--- src/rtl/alert_pkg.sv ---
package alert_pkg;
  localparam int STAT_W   = 7;
  localparam int STICKY_W = 6;
  localparam int B_TAMPER = 0;
  localparam int B_TEMP   = 1;
  localparam int B_CPU    = 2;
  localparam int B_WDT    = 3;
  localparam int B_SW     = 4;
  localparam int B_UNPROG = 5;
  localparam int B_GPIO   = 6;

  typedef logic [STAT_W-1:0]   stat_t;
  typedef logic [STICKY_W-1:0] sticky_t;
endpackage

--- src/rtl/alert_edge_det.sv ---
module alert_edge_det #(
  parameter int          W       = 2,
  parameter logic [W-1:0] RST_VAL = '0
) (
  input  logic         clk_i,
  input  logic         rst_ni,
  input  logic [W-1:0] d_i,
  output logic [W-1:0] q_o,
  output logic [W-1:0] rise_o,
  output logic [W-1:0] fall_o
);
  logic [W-1:0] q_q;

  always_ff @(posedge clk_i or negedge rst_ni) begin
    if (!rst_ni) q_q <= RST_VAL;
    else         q_q <= d_i;
  end

  for (genvar i = 0; i < W; i++) begin : g_bit
    assign rise_o[i] = d_i[i] & ~q_q[i];
    assign fall_o[i] = ~d_i[i] & q_q[i];
  end

  assign q_o = q_q;
endmodule

--- src/rtl/alert_sticky.sv ---
module alert_sticky #(
  parameter int N = 6
) (
  input  logic         clk_i,
  input  logic         rst_ni,
  input  logic [N-1:0] set_i,
  input  logic [N-1:0] clr_i,
  output logic [N-1:0] q_o,
  output logic [N-1:0] nxt_o
);
  logic [N-1:0] q_q;

  for (genvar i = 0; i < N; i++) begin : g_bit
    // set beats clear
    assign nxt_o[i] = set_i[i] | (q_q[i] & ~clr_i[i]);
    always_ff @(posedge clk_i or negedge rst_ni) begin
      if (!rst_ni) q_q[i] <= 1'b0;
      else         q_q[i] <= nxt_o[i];
    end
  end

  assign q_o = q_q;
endmodule

--- src/rtl/alert_sender.sv ---
module alert_sender
  import alert_pkg::*;
#(
  parameter int SEQ_W = 16
) (
  input  logic             clk_i,
  input  logic             rst_ni,
  input  logic             trig_i,
  input  logic             full_on_i,
  input  logic             ack_i,
  input  stat_t            snap_i,
  output logic             send_o,
  output logic [SEQ_W-1:0] seq_o,
  output stat_t            status_o
);
  logic             send_q, pend_q, off_used_q;
  logic [SEQ_W-1:0] seq_q;
  stat_t            stat_q;
  logic             allow, trig_ok, issue_ok, want;

  assign allow    = full_on_i | ~off_used_q;
  assign trig_ok  = trig_i & allow;
  assign issue_ok = ~send_q | ack_i;
  assign want     = trig_ok | pend_q;

  // one alert budget outside full-on
  always_ff @(posedge clk_i or negedge rst_ni) begin
    if (!rst_ni)        off_used_q <= 1'b0;
    else if (full_on_i) off_used_q <= 1'b0;
    else if (trig_ok)   off_used_q <= 1'b1;
  end

  always_ff @(posedge clk_i or negedge rst_ni) begin
    if (!rst_ni) begin
      send_q <= 1'b0;
      pend_q <= 1'b0;
      seq_q  <= '0;
      stat_q <= '0;
    end else if (want && issue_ok) begin
      send_q <= 1'b1;
      pend_q <= 1'b0;
      seq_q  <= seq_q + 1'b1;
      stat_q <= snap_i;
    end else begin
      if (trig_ok) pend_q <= 1'b1;
      if (ack_i)   send_q <= 1'b0;
    end
  end

  assign send_o   = send_q;
  assign seq_o    = seq_q;
  assign status_o = stat_q;
endmodule

--- src/rtl/alert_msg_gen.sv ---
module alert_msg_gen
  import alert_pkg::*;
#(
  parameter int SEQ_W   = 16,
  parameter int FETCH_W = 8
) (
  input  logic               clk_i,
  input  logic               rst_ni,
  input  logic               intrude_i,
  input  logic               therm_ni,
  input  logic               wdt_to_i,
  input  logic               sw_send_i,
  input  logic               fetch_vld_i,
  input  logic [FETCH_W-1:0] fetch_data_i,
  input  logic               cpu_fail_i,
  input  logic               gpio_i,
  input  logic               full_on_i,
  input  logic               clr_we_i,
  input  logic [STAT_W-1:0]  clr_mask_i,
  input  logic               send_ack_i,
  output logic               send_o,
  output logic [SEQ_W-1:0]   seq_o,
  output logic [STAT_W-1:0]  status_o,
  output logic [STAT_W-1:0]  live_o
);
  localparam logic [FETCH_W-1:0] ERASED = '1;
  localparam int LVL_W = 2;
  localparam int L_GPIO = 0;
  localparam int L_THERM = 1;

  logic [LVL_W-1:0] lvl_q, lvl_rise, lvl_fall;
  sticky_t          set_v, clr_v, stk_q, stk_nxt;
  logic             unprog, dup_blk, trig;
  stat_t            snap;

  alert_edge_det #(.W(LVL_W), .RST_VAL(2'b10)) u_edge (
    .clk_i  (clk_i),
    .rst_ni (rst_ni),
    .d_i    ({therm_ni, gpio_i}),
    .q_o    (lvl_q),
    .rise_o (lvl_rise),
    .fall_o (lvl_fall)
  );

  assign unprog = fetch_vld_i & (fetch_data_i == ERASED);

  always_comb begin
    set_v           = '0;
    set_v[B_TAMPER] = intrude_i;
    set_v[B_TEMP]   = ~therm_ni;
    set_v[B_CPU]    = cpu_fail_i;
    set_v[B_WDT]    = wdt_to_i;
    set_v[B_SW]     = sw_send_i;
    set_v[B_UNPROG] = unprog;
  end

  assign clr_v = clr_we_i ? clr_mask_i[STICKY_W-1:0] : '0;

  alert_sticky #(.N(STICKY_W)) u_sticky (
    .clk_i  (clk_i),
    .rst_ni (rst_ni),
    .set_i  (set_v),
    .clr_i  (clr_v),
    .q_o    (stk_q),
    .nxt_o  (stk_nxt)
  );

  // no repeat of watchdog / missing-cpu alert until watchdog bit cleared
  assign dup_blk = stk_q[B_WDT];

  assign trig = intrude_i | lvl_fall[L_THERM] | lvl_rise[L_GPIO] |
                lvl_fall[L_GPIO] | sw_send_i | unprog |
                ((wdt_to_i | cpu_fail_i) & ~dup_blk);

  assign snap   = {gpio_i, stk_nxt};
  assign live_o = {lvl_q[L_GPIO], stk_q};

  alert_sender #(.SEQ_W(SEQ_W)) u_send (
    .clk_i     (clk_i),
    .rst_ni    (rst_ni),
    .trig_i    (trig),
    .full_on_i (full_on_i),
    .ack_i     (send_ack_i),
    .snap_i    (snap),
    .send_o    (send_o),
    .seq_o     (seq_o),
    .status_o  (status_o)
  );
endmodule

--- config.mk ---
export PLATFORM = sky130hd
export DESIGN_NAME = alert_msg_gen
export DESIGN_NICKNAME = d
export VERILOG_FILES = /design/src/rtl/alert_pkg.sv /design/src/rtl/alert_edge_det.sv /design/src/rtl/alert_sticky.sv /design/src/rtl/alert_sender.sv /design/src/rtl/alert_msg_gen.sv
export SDC_FILE = /design/constraint.sdc
export NUM_CORES = 1
export LEC_CHECK = 0
export BUFFER_PORTS_ARGS = -buffer_cell sky130_fd_sc_hd__clkbuf_2
export CAP_MARGIN = 20
export CORE_MARGIN = 2
export CORE_UTILIZATION = 51
export CTS_CLUSTER_DIAMETER = 50
export DETAILED_ROUTE_END_ITERATION = 6
export GPL_ROUTABILITY_DRIVEN = 0
export GPL_TIMING_DRIVEN = 0
export PLACE_DENSITY = 0.83
export SYNTH_ARGS = -nofsm -noshare
export SYNTH_HDL_FRONTEND = slang
export SYNTH_SLANG_ARGS = --single-unit
--- constraint.sdc ---
create_clock -name clk_i -period 3.15 [get_ports clk_i]
set_input_delay 0.1575 -clock clk_i [delete_from_list [all_inputs] [get_ports clk_i]]
set_output_delay 0.1575 -clock clk_i [all_outputs]
set_load 0.05 [all_outputs]
; Yosys cells after proc, flatten, opt, wreduce, memory -nomap -nowiden
; Index checks and enable logic that the tools add are counted.
[word_totals]
regBits = 34
wordCells = 64
[classes]
addsub = 1
mux = 6
bitwise_logic = 40
n_reduce_logical = 4
n_eq_ne = 1
[ops]
columns = op, count
row1 = adder 16 x 1 -> 16 bit (second input constant), 1
row2 = OR 1 bit, 16
row3 = bitwise AND 1 bit, 12
row4 = NOT 1 bit, 12
row5 = == test 8 bit (second input constant), 1
row6 = two-way mux 6 bit, 1
row7 = nonzero test 2 bit, 3
row8 = two-way mux 1 bit, 5
row9 = logical AND 1 bit, 1

; Depth between registers and ports, before layout
; Gate-level depths: netlist (run 1).
[depth]
ltp_word = 12
mapped_depth = 6

; Hierarchy
; A second synthesis (run 1) with hierarchy kept.
[hier_totals]
cells_unflattened = 130
hier_area_um2 = 1502.7
[by_module_without_submodules]
columns = module, cells_each, n_inst, area_each_um2, seq_area_each_um2
row1 = alert_sender, 91, 1, 1116.1, 650.6
row2 = alert_sticky, 18, 1, 217.7, 150.1
row3 = alert_edge_det, 6, 1, 86.3, 51.3
row4 = alert_msg_gen, 15, 1, 82.6, 0.0

; Worst setup path before layout (run 1)
; No wires, ideal clock.
[synth_path]
path_type = flip-flop to flip-flop
start = register u_sticky.q_q[3] (netlist: u_sticky.q_o[3])
end = register u_send.seq_q[1] (netlist: u_send.seq_o[1])
setup_slack_ns = 1.143
stages_incl_launch_ff = 5
arrival_time_ns = 1.882
synth_period_minus_slack_ns = 2.007
path_cell_list = dfrtp_1 -> o2111ai_1 -> o311ai_2 -> buf_2 -> mux2_2
[synth_via]
elab_chain_cells = 6
[synth_rtl]
columns = item, line
row1 = from (decl), alert_sticky.sv:11  ; logic [N-1:0] q_q;
row2 = "from (signal, indexed assignment)", alert_sticky.sv:18  ; else q_q[i] <= nxt_o[i];
row3 = NOT 1 bit, alert_msg_gen.sv:73  ; ((wdt_to_i | cpu_fail_i) & ~dup_blk);
row4 = bitwise AND 1 bit, alert_msg_gen.sv:73
row5 = OR 1 bit, alert_msg_gen.sv:72  ; lvl_fall[L_GPIO] | sw_send_i | unprog |
row6 = bitwise AND 1 bit, alert_sender.sv:22  ; assign trig_ok = trig_i & allow;
row7 = OR 1 bit, alert_sender.sv:24  ; assign want = trig_ok | pend_q;
row8 = logical AND 1 bit, alert_sender.sv:39  ; end else if (want && issue_ok) begin
row9 = to (signal assigned), alert_sender.sv:42  ; seq_q <= seq_q + 1'b1;
row10 = to (decl), alert_sender.sv:17  ; logic [SEQ_W-1:0] seq_q;
; No other way between the ends.
; A chain may end at the register's enable or synchronous reset.

; Final worst setup path (run 1)
[layout_path]
start = input port gpio_i
end = register u_send.stat_q[0] (netlist: u_send.status_o[0])
[layout_via]
elab_chain_cells = 9
word_cells_on_any_way = 11
[layout_rtl]
columns = item, line
row1 = from (decl), alert_msg_gen.sv:16  ; input logic gpio_i,
row2 = bitwise AND 1 bit or NOT 1 bit (tied branches), "alert_edge_det.sv:20, alert_edge_det.sv:21"
row3 = OR 1 bit or bitwise AND 1 bit (tied branches), "alert_msg_gen.sv:71, alert_edge_det.sv:21"
row4 = OR 1 bit (*), alert_msg_gen.sv:71  ; assign trig = intrude_i | lvl_fall[L_THERM] | lvl_rise[L_GPIO] |
row5 = OR 1 bit (*) (3 in series), alert_msg_gen.sv:72
row6 = bitwise AND 1 bit (*), alert_sender.sv:22
row7 = OR 1 bit (*), alert_sender.sv:24
row8 = logical AND 1 bit (*), alert_sender.sv:39
row9 = to (signal assigned), alert_sender.sv:43  ; stat_q <= snap_i;
row10 = to (decl), alert_sender.sv:18  ; stat_t stat_q;
; Mark *: on every way between the ends. The rest lies on a longest branch, timed or not.

==> flow_summary.rst, run 1 <==
.. list-table::
   :header-rows: 1

   * - Metric
     - Value
   * - Hold slack final
     - 0.0269 ns
   * - Post-detailed-route via-to-cell ratio
     - 5.29
   * - Grt ovf
     - 0
   * - Internal cell power
     - 753 uW
   * - Fraction of synthesis flops using an asynchronous set or reset pin
     - 100%
   * - Ratio of cells with drive above 1 in the final layout
     - 41.6%
   * - Dominant cell type by area after synthesis
     - dfrtp_1
   * - Worst path bufs/invs
     - 3
   * - Relative slew margins
     - 45.0%
   * - Ys Warns
     - 0
   * - Initial cell density of the core
     - 53.5%
   * - Placed wire-length estimate after detailed placement
     - 2320 um
   * - Maximum number of pins on one net before global-route repair
     - 35
   * - Total negative slack
     - 0 ns
   * - Category of cells accounting for the largest share of critical-path delay
     - buffers and inverters
   * - CTS tree
     - yes
   * - Proportion of netlist area held by the largest area contributor
     - 56.4%
   * - DIE AREA
     - 0.00331 mm2
   * - Max Cap Violations
     - 0
   * - Floorplan Core Area
     - 0.00273 mm2
   * - Sequential share of power
     - 44.4%
   * - Commonest cells after routing, fill and taps aside
     - 56 x clkbuf_2, 33 x dfrtp_1, 14 x nand2_1, 13 x xor2_1
   * - Total standard cell area after synthesis
     - 0.00146 mm2
   * - Count of distinct cell types in the synthesized netlist
     - 28
   * - Number of enable-type register cells in the synthesized netlist
     - 0
   * - Number of ports placed on the die boundary
     - 58
   * - Most used DFF post-synth
     - dfrtp_1
   * - Sw frac
     - 43.4%
   * - Clock slew at reported path FFs
     - 0.09 ns
   * - Pwr Density
     - 711 mW/mm2
   * - Clock group share of total power
     - 18.1%
   * - Inserted Clock Buffers
     - 5
   * - Largest stage delay on the critical path
     - 0.54 ns
   * - Worst setup path category
     - in2reg
   * - Cell-by-cell trace of the critical path
     - dlygate4sd3_1, clkbuf_2, xnor2_1, o2111ai_1, o311ai_2, buf_2, mux2_2
   * - DP Worst Slack
     - 1.10 ns
   * - Num Clock Sinks
     - 34
   * - Fin area
     - 0.00187 mm2
   * - Hold Path Class
     - in2reg
   * - Count of final hold-check violations
     - 0
   * - Row count
     - 19
   * - Part of the Yosys area used for sequential elements
     - 58.2%
   * - Synth-to-layout area growth
     - 27.9%
   * - Total inserted antenna cells
     - 0
   * - Number of global-route vias before repair
     - 1,222
   * - Initial antenna violation count
     - 0
   * - Wire length of the first global-routing pass
     - 5310 um
   * - Combinational cell fraction of total power
     - 37.5%
   * - Clock Tree Root
     - clkbuf_4
   * - Total GRT Usage
     - 21.1%
   * - Number of search-and-repair iterations in the first detailed-routing pass
     - 4
   * - Flops & latches, synth
     - 34
   * - Endpoint class of the critical path
     - flip-flop
   * - Number of antenna-violating nets in the routed design
     - 0
   * - Clk Latency, worst-skew pair
     - 0.33 ns
   * - Number of nets in the layout
     - 217
   * - X dimension of the die
     - 57.6 um
   * - WP data arrival
     - 2.37 ns
   * - Number of buffers added for setup after CTS
     - 0
   * - Share of the cycle needed by the critical path after routing
     - 68.5%
   * - DRC violations left
     - 0
   * - Final setup violating endpoints
     - 0
   * - Total nets after synthesis
     - 151
   * - Leading post-synthesis cells by cell area
     - dfrtp_1 56%, xor2_1 7.8%, mux2_2 6.2%
   * - Buffers on Ports
     - 56
   * - Final-report max-slew violation count
     - 0
   * - Fin crit period
     - 2.16 ns
   * - Buffer levels on the longest clock path
     - 2
   * - Leakage dissipation
     - 0.000949 uW
   * - Clock skew after layout
     - 0.0147 ns
   * - Drt initial violations
     - 21
   * - Post-route total power
     - 1330 uW
   * - Type of element launching the critical path
     - primary input
   * - Cells after Synth
     - 123
   * - Routed wirelength normalized by instance count
     - 13.8 um
   * - Maximum clock frequency
     - 0.463 GHz
   * - Total number of H-tree levels
     - 2
   * - Slew at the pin with the worst max-slew slack
     - 0.824 ns
   * - Worst setup slack for register-to-register paths
     - 1.09 ns
   * - Leading cell type in the layout, fill and taps excluded
     - clkbuf_2
   * - Final critical-path setup slack
     - 0.991 ns
   * - Required @ worst endpoint
     - 3.36 ns
   * - Vias post-DR
     - 1,169
   * - Post-Syn Area per Cell
     - 11.9 um2
   * - Critical-path top delay cell
     - dlygate4sd3_1
   * - Critical Path Fanout Max
     - 10
   * - Peak VDD IR
     - 0.000614 V
   * - Total wire length
     - 3040 um
   * - RSZ-0062 raised after global routing
     - false
   * - Outcome
     - finished clean
   * - Die Ht
     - 57.6 um
   * - Switching power total
     - 578 uW
   * - Total cell area at the placement stage
     - 0.00178 mm2
[logic make-up (layout without fill, tap and decap cells)]
logic type	count (synthesis)	in the layout	share of synthesized area [%]
mux	8	8	6.15
simple gates	51	51	18.9
xor+xnor	16	16	9.57
buf+inv	5	72	1.62
flops	34	34	58.2
compound gates	8	8	4.70
fa+ha+maj	1	1	0.855
[cell usage after synthesis (2+ instances only)]
cell type and number:
nand4_1 3, xor2_1 13, nand3_1 6, nor2_1 8, a21o_1 5, nor3_2 2
mux2_2 8, dfrtp_1 33, nand2b_1 2, nor3_1 4, inv_1 3, nor4_1 5
nand2_1 14, xnor2_1 3
[flip-flops by register name, indices dropped and copies added, names as in the netlist]
signal / cells
u_send.seq_o: 16
u_send.status_o: 7
u_sticky.q_o: 6
u_edge.q_o: 2
u_send.off_used_q: 1
u_send.pend_q: 1
u_send.send_o: 1
[cell type report]
cell class	instances	area (um2)
Buffer	2	12.5
Inverter	3	11.3
Sequential cell	34	852
Tap cell	31	38.8
Clock buffer	8	58.8
Timing Repair Buffer	59	310
Fill cell	207	862
Multi-Input combinational cell	84	588
[power by group through the flow]
stage                     clock network, uW  logic (uW)  registers (uW)
after CTS                               250         503             590
final                                   241         499             591
after detailed placement                  0         500             598
after global placement                    0         486             590
after floorplan                           0         124             830
after global routing                    272         525             605
[final timing paths]
kind,start,end,depth (start not counted)
setup / recovery,gpio_i,u_send.status_o[0]$_DFFE_PN0P_,7
max in group asynchronous,rst_ni,u_send.seq_o[5]$_DFFE_PN0P_,2
min in group asynchronous,rst_ni,u_send.seq_o[12]$_DFFE_PN0P_,2
hold reg to reg,u_send.seq_o[15]$_DFFE_PN0P_,u_send.seq_o[15]$_DFFE_PN0P_,1
hold / removal,full_on_i,u_send.off_used_q$_DFFE_PN0P_,2
setup reg to reg,u_edge.q_o[0]$_DFF_PN0_,u_send.status_o[0]$_DFFE_PN0P_,5
[through the flow]
stage | util, % | cells
finish | 68.5 | 221
CTS | 68.5 | 221
global placement | 65.2 | 210
detailed placement | 65.2 | 210
global route | 68.5 | 221
floorplan | - | 123
[metal layers]
metal / global-route usage, % / vias to the layer above / share of wire, %
met2: 34.6 / 51 / 50
li1: - / 559 / -
met4: 10.3 / 0 / 1.6
met3: 6.35 / 7 / 7.8
met5: 0 / - / 0
met1: 25.2 / 552 / 41
[repair_timing]
item,CTS,global route
resized for setup,0,0
hold endpoints to repair,35,0
hold buffers,3,0
No activity file was read; power rests on OpenSTA's default activity.
==> run 2, diff against run 1 <==
--- a/config.mk
+++ b/config.mk
@@ -5,15 +5,16 @@
 export SDC_FILE = /design/constraint.sdc
 export NUM_CORES = 1
 export LEC_CHECK = 0
+export ABC_AREA = 1
 export BUFFER_PORTS_ARGS = -buffer_cell sky130_fd_sc_hd__clkbuf_2
 export CAP_MARGIN = 20
 export CORE_MARGIN = 2
-export CORE_UTILIZATION = 51
+export CORE_UTILIZATION = 50
 export CTS_CLUSTER_DIAMETER = 50
 export DETAILED_ROUTE_END_ITERATION = 6
 export GPL_ROUTABILITY_DRIVEN = 0
 export GPL_TIMING_DRIVEN = 0
-export PLACE_DENSITY = 0.83
+export PLACE_DENSITY = 0.79
 export SYNTH_ARGS = -nofsm -noshare
 export SYNTH_HDL_FRONTEND = slang
 export SYNTH_SLANG_ARGS = --single-unit
==> constraint.sdc (replaced) <==
create_clock -name clk_i -period 2.2 [get_ports clk_i]
set_input_delay 0.11 -clock clk_i [delete_from_list [all_inputs] [get_ports clk_i]]
set_output_delay 0.11 -clock clk_i [all_outputs]
set_load 0.05 [all_outputs]
==> run 2 against run 1 <==
  * Synthesized area rose by 18%
  * Non-clock buffer count rose by 10
  * First-iteration DRC count rose to 2.7 times the previous value
  * Via count rose by 37%
  * Core utilization fell by 1.9 points
  * Cell area rose by 18%
  * Setup slack got worse by 0.29 ns
  * Highest routed layer unchanged
==> flow_summary.rst, run 2 <==
.. list-table::
   :header-rows: 1

   * - Metric
     - Value
   * - Startpoint of the lowest-slack register-to-register path
     - u_send.seq_o[0]$_DFFE_PN0P_
   * - Count of final hold-check violations
     - 0 (unchanged)
   * - Routed wirelength normalized by instance count
     - 11.5 um (-17%)
   * - Sink of the worst hold path
     - u_sticky.q_o[1]$_DFF_PN0_
   * - Row count
     - 21 (+2)
   * - Worst Reg2Reg Path Length in Cells
     - 8 (+3)
   * - Outcome
     - finished clean
   * - Clock skew after layout
     - 0.00603 ns (-0.00863 ns)
   * - Share of the cycle needed by the critical path after routing
     - 68.2%
   * - DIE AREA
     - 0.00393 mm2 (+19%)
   * - Grt ovf
     - 0 (unchanged)
   * - Peak VDD IR
     - 0.000516 V (-16%)
   * - Number of hold buffers added after cts
     - 8 (+5)
   * - Startpoint of the most critical hold path
     - clr_mask_i[1]
   * - Initial cell density of the core
     - 52.0% (-1.5 points)
   * - Synth-to-layout area growth
     - 28.0% (about the same)
   * - Required @ worst endpoint
     - 2.49 ns (-0.87 ns)
   * - Total standard cell area after synthesis
     - 0.00172 mm2 (+18%)
   * - Cells after Synth
     - 214 (+74%)
   * - Leading post-synthesis cells by cell area
     - dfrtp_1 48%, nand2_1 17%, nand3_1 9.3%
   * - Part of the Yosys area used for sequential elements
     - 49.5% (-8.7 points)
   * - Total wire length
     - 3810 um (+25%)
   * - RSZ-0062 raised after global routing
     - false
   * - Flip-flop count of the largest register after layout
     - 16 (unchanged)
   * - Count leader, synth
     - nand2_1
   * - Number of nets in the layout
     - 313 (+44%)
   * - Buffers on Ports
     - 56 (unchanged)
   * - Number of global-route vias before repair
     - 1,491 (+22%)
   * - Initial antenna violation count
     - 0 (unchanged)
   * - Inserted Clock Buffers
     - 5 (unchanged)
   * - Critical Path Fanout Max
     - 5 (-5)
   * - Number of ports placed on the die boundary
     - 58 (unchanged)
   * - Wire length of the first global-routing pass
     - 6510 um (+23%)
   * - Count of distinct cell types in the synthesized netlist
     - 20 (-29%)
   * - Buffer levels on the longest clock path
     - 2 (unchanged)
   * - Total inserted antenna cells
     - 0 (unchanged)
   * - Gates resized, CTS repair
     - 0 (unchanged)
   * - WP data arrival
     - 1.79 ns (-0.58 ns)
   * - Ratio of cells with drive above 1 in the final layout
     - 28.0% (-14 points)
   * - Total number of H-tree levels
     - 2 (unchanged)
   * - Relative slew margins
     - 45.7% (+0.67 points)
   * - Final critical-path setup slack
     - 0.699 ns (-0.292 ns)
   * - Fraction of synthesis flops using an asynchronous set or reset pin
     - 100% (unchanged)
   * - Num Clock Sinks
     - 34 (unchanged)
   * - DP Worst Slack
     - 0.747 ns (-0.352 ns)
   * - Total GRT Usage
     - 21.2% (+0.078 points)
   * - Die Ht
     - 62.7 um (+8.9%)
   * - Clock Tree Root
     - clkbuf_4
   * - Number of antenna-violating nets in the routed design
     - 0 (unchanged)
   * - Total cell area at the placement stage
     - 0.00206 mm2 (+16%)
   * - Area occupied by registers
     - 852 um2 (unchanged)
   * - Most frequent cells after synthesis
     - 80 x nand2_1, 33 x dfrtp_1, 32 x nand3_1
   * - Hold Path Class
     - in2reg
   * - Area occupied by multi-input gates
     - 776 um2 (+32%)
   * - Max Cap Violations
     - 0 (unchanged)
   * - CTS tree
     - yes
   * - Filler Cell Count
     - 305 (+47%)
   * - Worst setup path category
     - reg2reg
   * - Leading cell type in the layout, fill and taps excluded
     - nand2_1
   * - Endpoint of the worst-slack reg-to-reg timing path
     - u_send.seq_o[10]$_DFFE_PN0P_
   * - Maximum number of pins on one net before global-route repair
     - 35 (unchanged)
   * - Fin crit period
     - 1.50 ns
   * - Endpoint class of the critical path
     - flip-flop
   * - Total negative slack
     - 0 ns (unchanged)
   * - Ys Warns
     - 0 (unchanged)
   * - Clock slew at reported path FFs
     - 0.11 ns (+0.02 ns)
   * - Number of search-and-repair iterations in the first detailed-routing pass
     - 4 (unchanged)
   * - Fin area
     - 0.00220 mm2 (+18%)
   * - Type of element launching the critical path
     - flip-flop
   * - Placed wire-length estimate after detailed placement
     - 2690 um (+16%)
   * - Number of stages on the worst hold path
     - 4 (+2)
   * - Drt initial violations
     - 57 (+170%)
   * - Dominant cell type by area after synthesis
     - dfrtp_1
   * - X dimension of the die
     - 62.7 um (+8.9%)
   * - DRC violations left
     - 0 (unchanged)
   * - Number of buffers added for setup after CTS
     - 0 (unchanged)
   * - Maximum clock frequency
     - 0.666 GHz
   * - Worst setup slack for register-to-register paths
     - 0.70 ns (-0.39 ns)
   * - Post-detailed-route via-to-cell ratio
     - 4.81 (-9.1%)
   * - Leakage dissipation
     - 0.00120 uW (+26%)
   * - Vias post-DR
     - 1,596 (+37%)
   * - Most used DFF post-synth
     - dfrtp_1
   * - Commonest cells after routing, fill and taps aside
     - 80 x nand2_1, 56 x clkbuf_2, 33 x dfrtp_1, 32 x nand3_1, 19 x nor2_1
   * - Pwr Density
     - 859 mW/mm2 (+21%)
   * - Clk Latency, worst-skew pair
     - 0.34 ns (about the same)
   * - Proportion of netlist area held by the largest area contributor
     - 47.9% (-8.5 points)
   * - Flops & latches, synth
     - 34 (unchanged)
   * - Total nets after synthesis
     - 242 (+60%)
   * - Post-Syn Area per Cell
     - 8.05 um2 (-32%)
   * - Number of enable-type register cells in the synthesized netlist
     - 0 (unchanged)
   * - Floorplan Core Area
     - 0.00331 mm2 (+21%)
   * - Post-route total power
     - 1890 uW (+42%)
   * - Final setup violating endpoints
     - 0 (unchanged)
   * - Slew at the pin with the worst max-slew slack
     - 0.814 ns (-0.0100 ns)
   * - Final-report max-slew violation count
     - 0 (unchanged)
run 2: changes by cell type after synthesis, sizes merged, moves of 4 or more:
| cell | change |
|---|---|
| nand3 | +26 |
| buf | +4 |
| nand2 | +72 |
| nor2 | +14 |
| nor4 | -5 |
| xor2 | -5 |
| inv | +8 |
| mux2 | -8 |
| nor3 | -6 |
run 2: worst max path at each step:
stage | startpoint | endpoint | slack, ns
floorplan | u_send.seq_o[1]$_DFFE_PN0P_ | u_send.seq_o[10]$_DFFE_PN0P_ | 0.50
global placement | u_send.seq_o[0]$_DFFE_PN0P_ | u_send.seq_o[10]$_DFFE_PN0P_ | 0.74
detailed placement | u_send.seq_o[1]$_DFFE_PN0P_ | u_send.seq_o[10]$_DFFE_PN0P_ | 0.75
CTS | u_send.seq_o[0]$_DFFE_PN0P_ | u_send.seq_o[10]$_DFFE_PN0P_ | 0.71
global route | u_send.seq_o[0]$_DFFE_PN0P_ | u_send.seq_o[10]$_DFFE_PN0P_ | 0.51
finish | u_send.seq_o[0]$_DFFE_PN0P_ | u_send.seq_o[10]$_DFFE_PN0P_ | 0.70
run 2: worst max-delay path, stage by stage, from the launching register on:
cell	delay [ns]
dfrtp_1	0.43
ha_1	0.22
nand2_2	0.08
nor2_2	0.19
nand2_2	0.10
nor2_1	0.12
xor2_1	0.16
nand3_1	0.08
nand2_1	0.07
run 2: metrics by stage:
step	util, %	instances	hold WS (ns)
2_1_floorplan	-	214	-0.186
3_3_place_gp	62.2	316	0.227
3_5_place_dp	62.2	316	0.229
4_1_cts	66.6	332	0.0298
5_1_grt	66.6	332	0.0378
6_report	66.6	332	0.0408
run 2: kinds of logic (layout without fill, tap and decap cells):
kind of cell	Yosys count	in the layout	synth area share, %
AND/OR/NAND/NOR	141	141	35.1
flip-flops	34	34	49.5
buffers and inverters	18	90	5.52
XOR/XNOR	13	13	6.61
AO/OA/AOI/OAI	7	7	2.61
adder cells (fa/ha/maj)	1	1	0.726
run 2: where the power goes:
group          switching [uW]  internal [uW]
combinational             521            194
sequential               88.1            714
clock                     222            154
run 2: layout make-up:
cell class / count / share of cell area [%]
Sequential cell: 34 / 38.6
Multi-Input combinational cell: 162 / 35.2
Timing Repair Buffer: 64 / 16.3
Tap cell: 46 / 2.61
Buffer: 7 / 2.44
Clock buffer: 6 / 2.33
Inverter: 11 / 1.87
Clock inverter: 2 / 0.568
run 2: routing by layer:
| metal | vias to the layer above | share of wire [%] | GRT usage [%] |
|---|---|---|---|
| met5 | - | 0 | 0 |
| met4 | 0 | 1.3 | 6.94 |
| met3 | 5 | 6.2 | 5.95 |
| met2 | 55 | 45 | 34.8 |
| met1 | 716 | 47 | 27.0 |
| li1 | 820 | - | - |
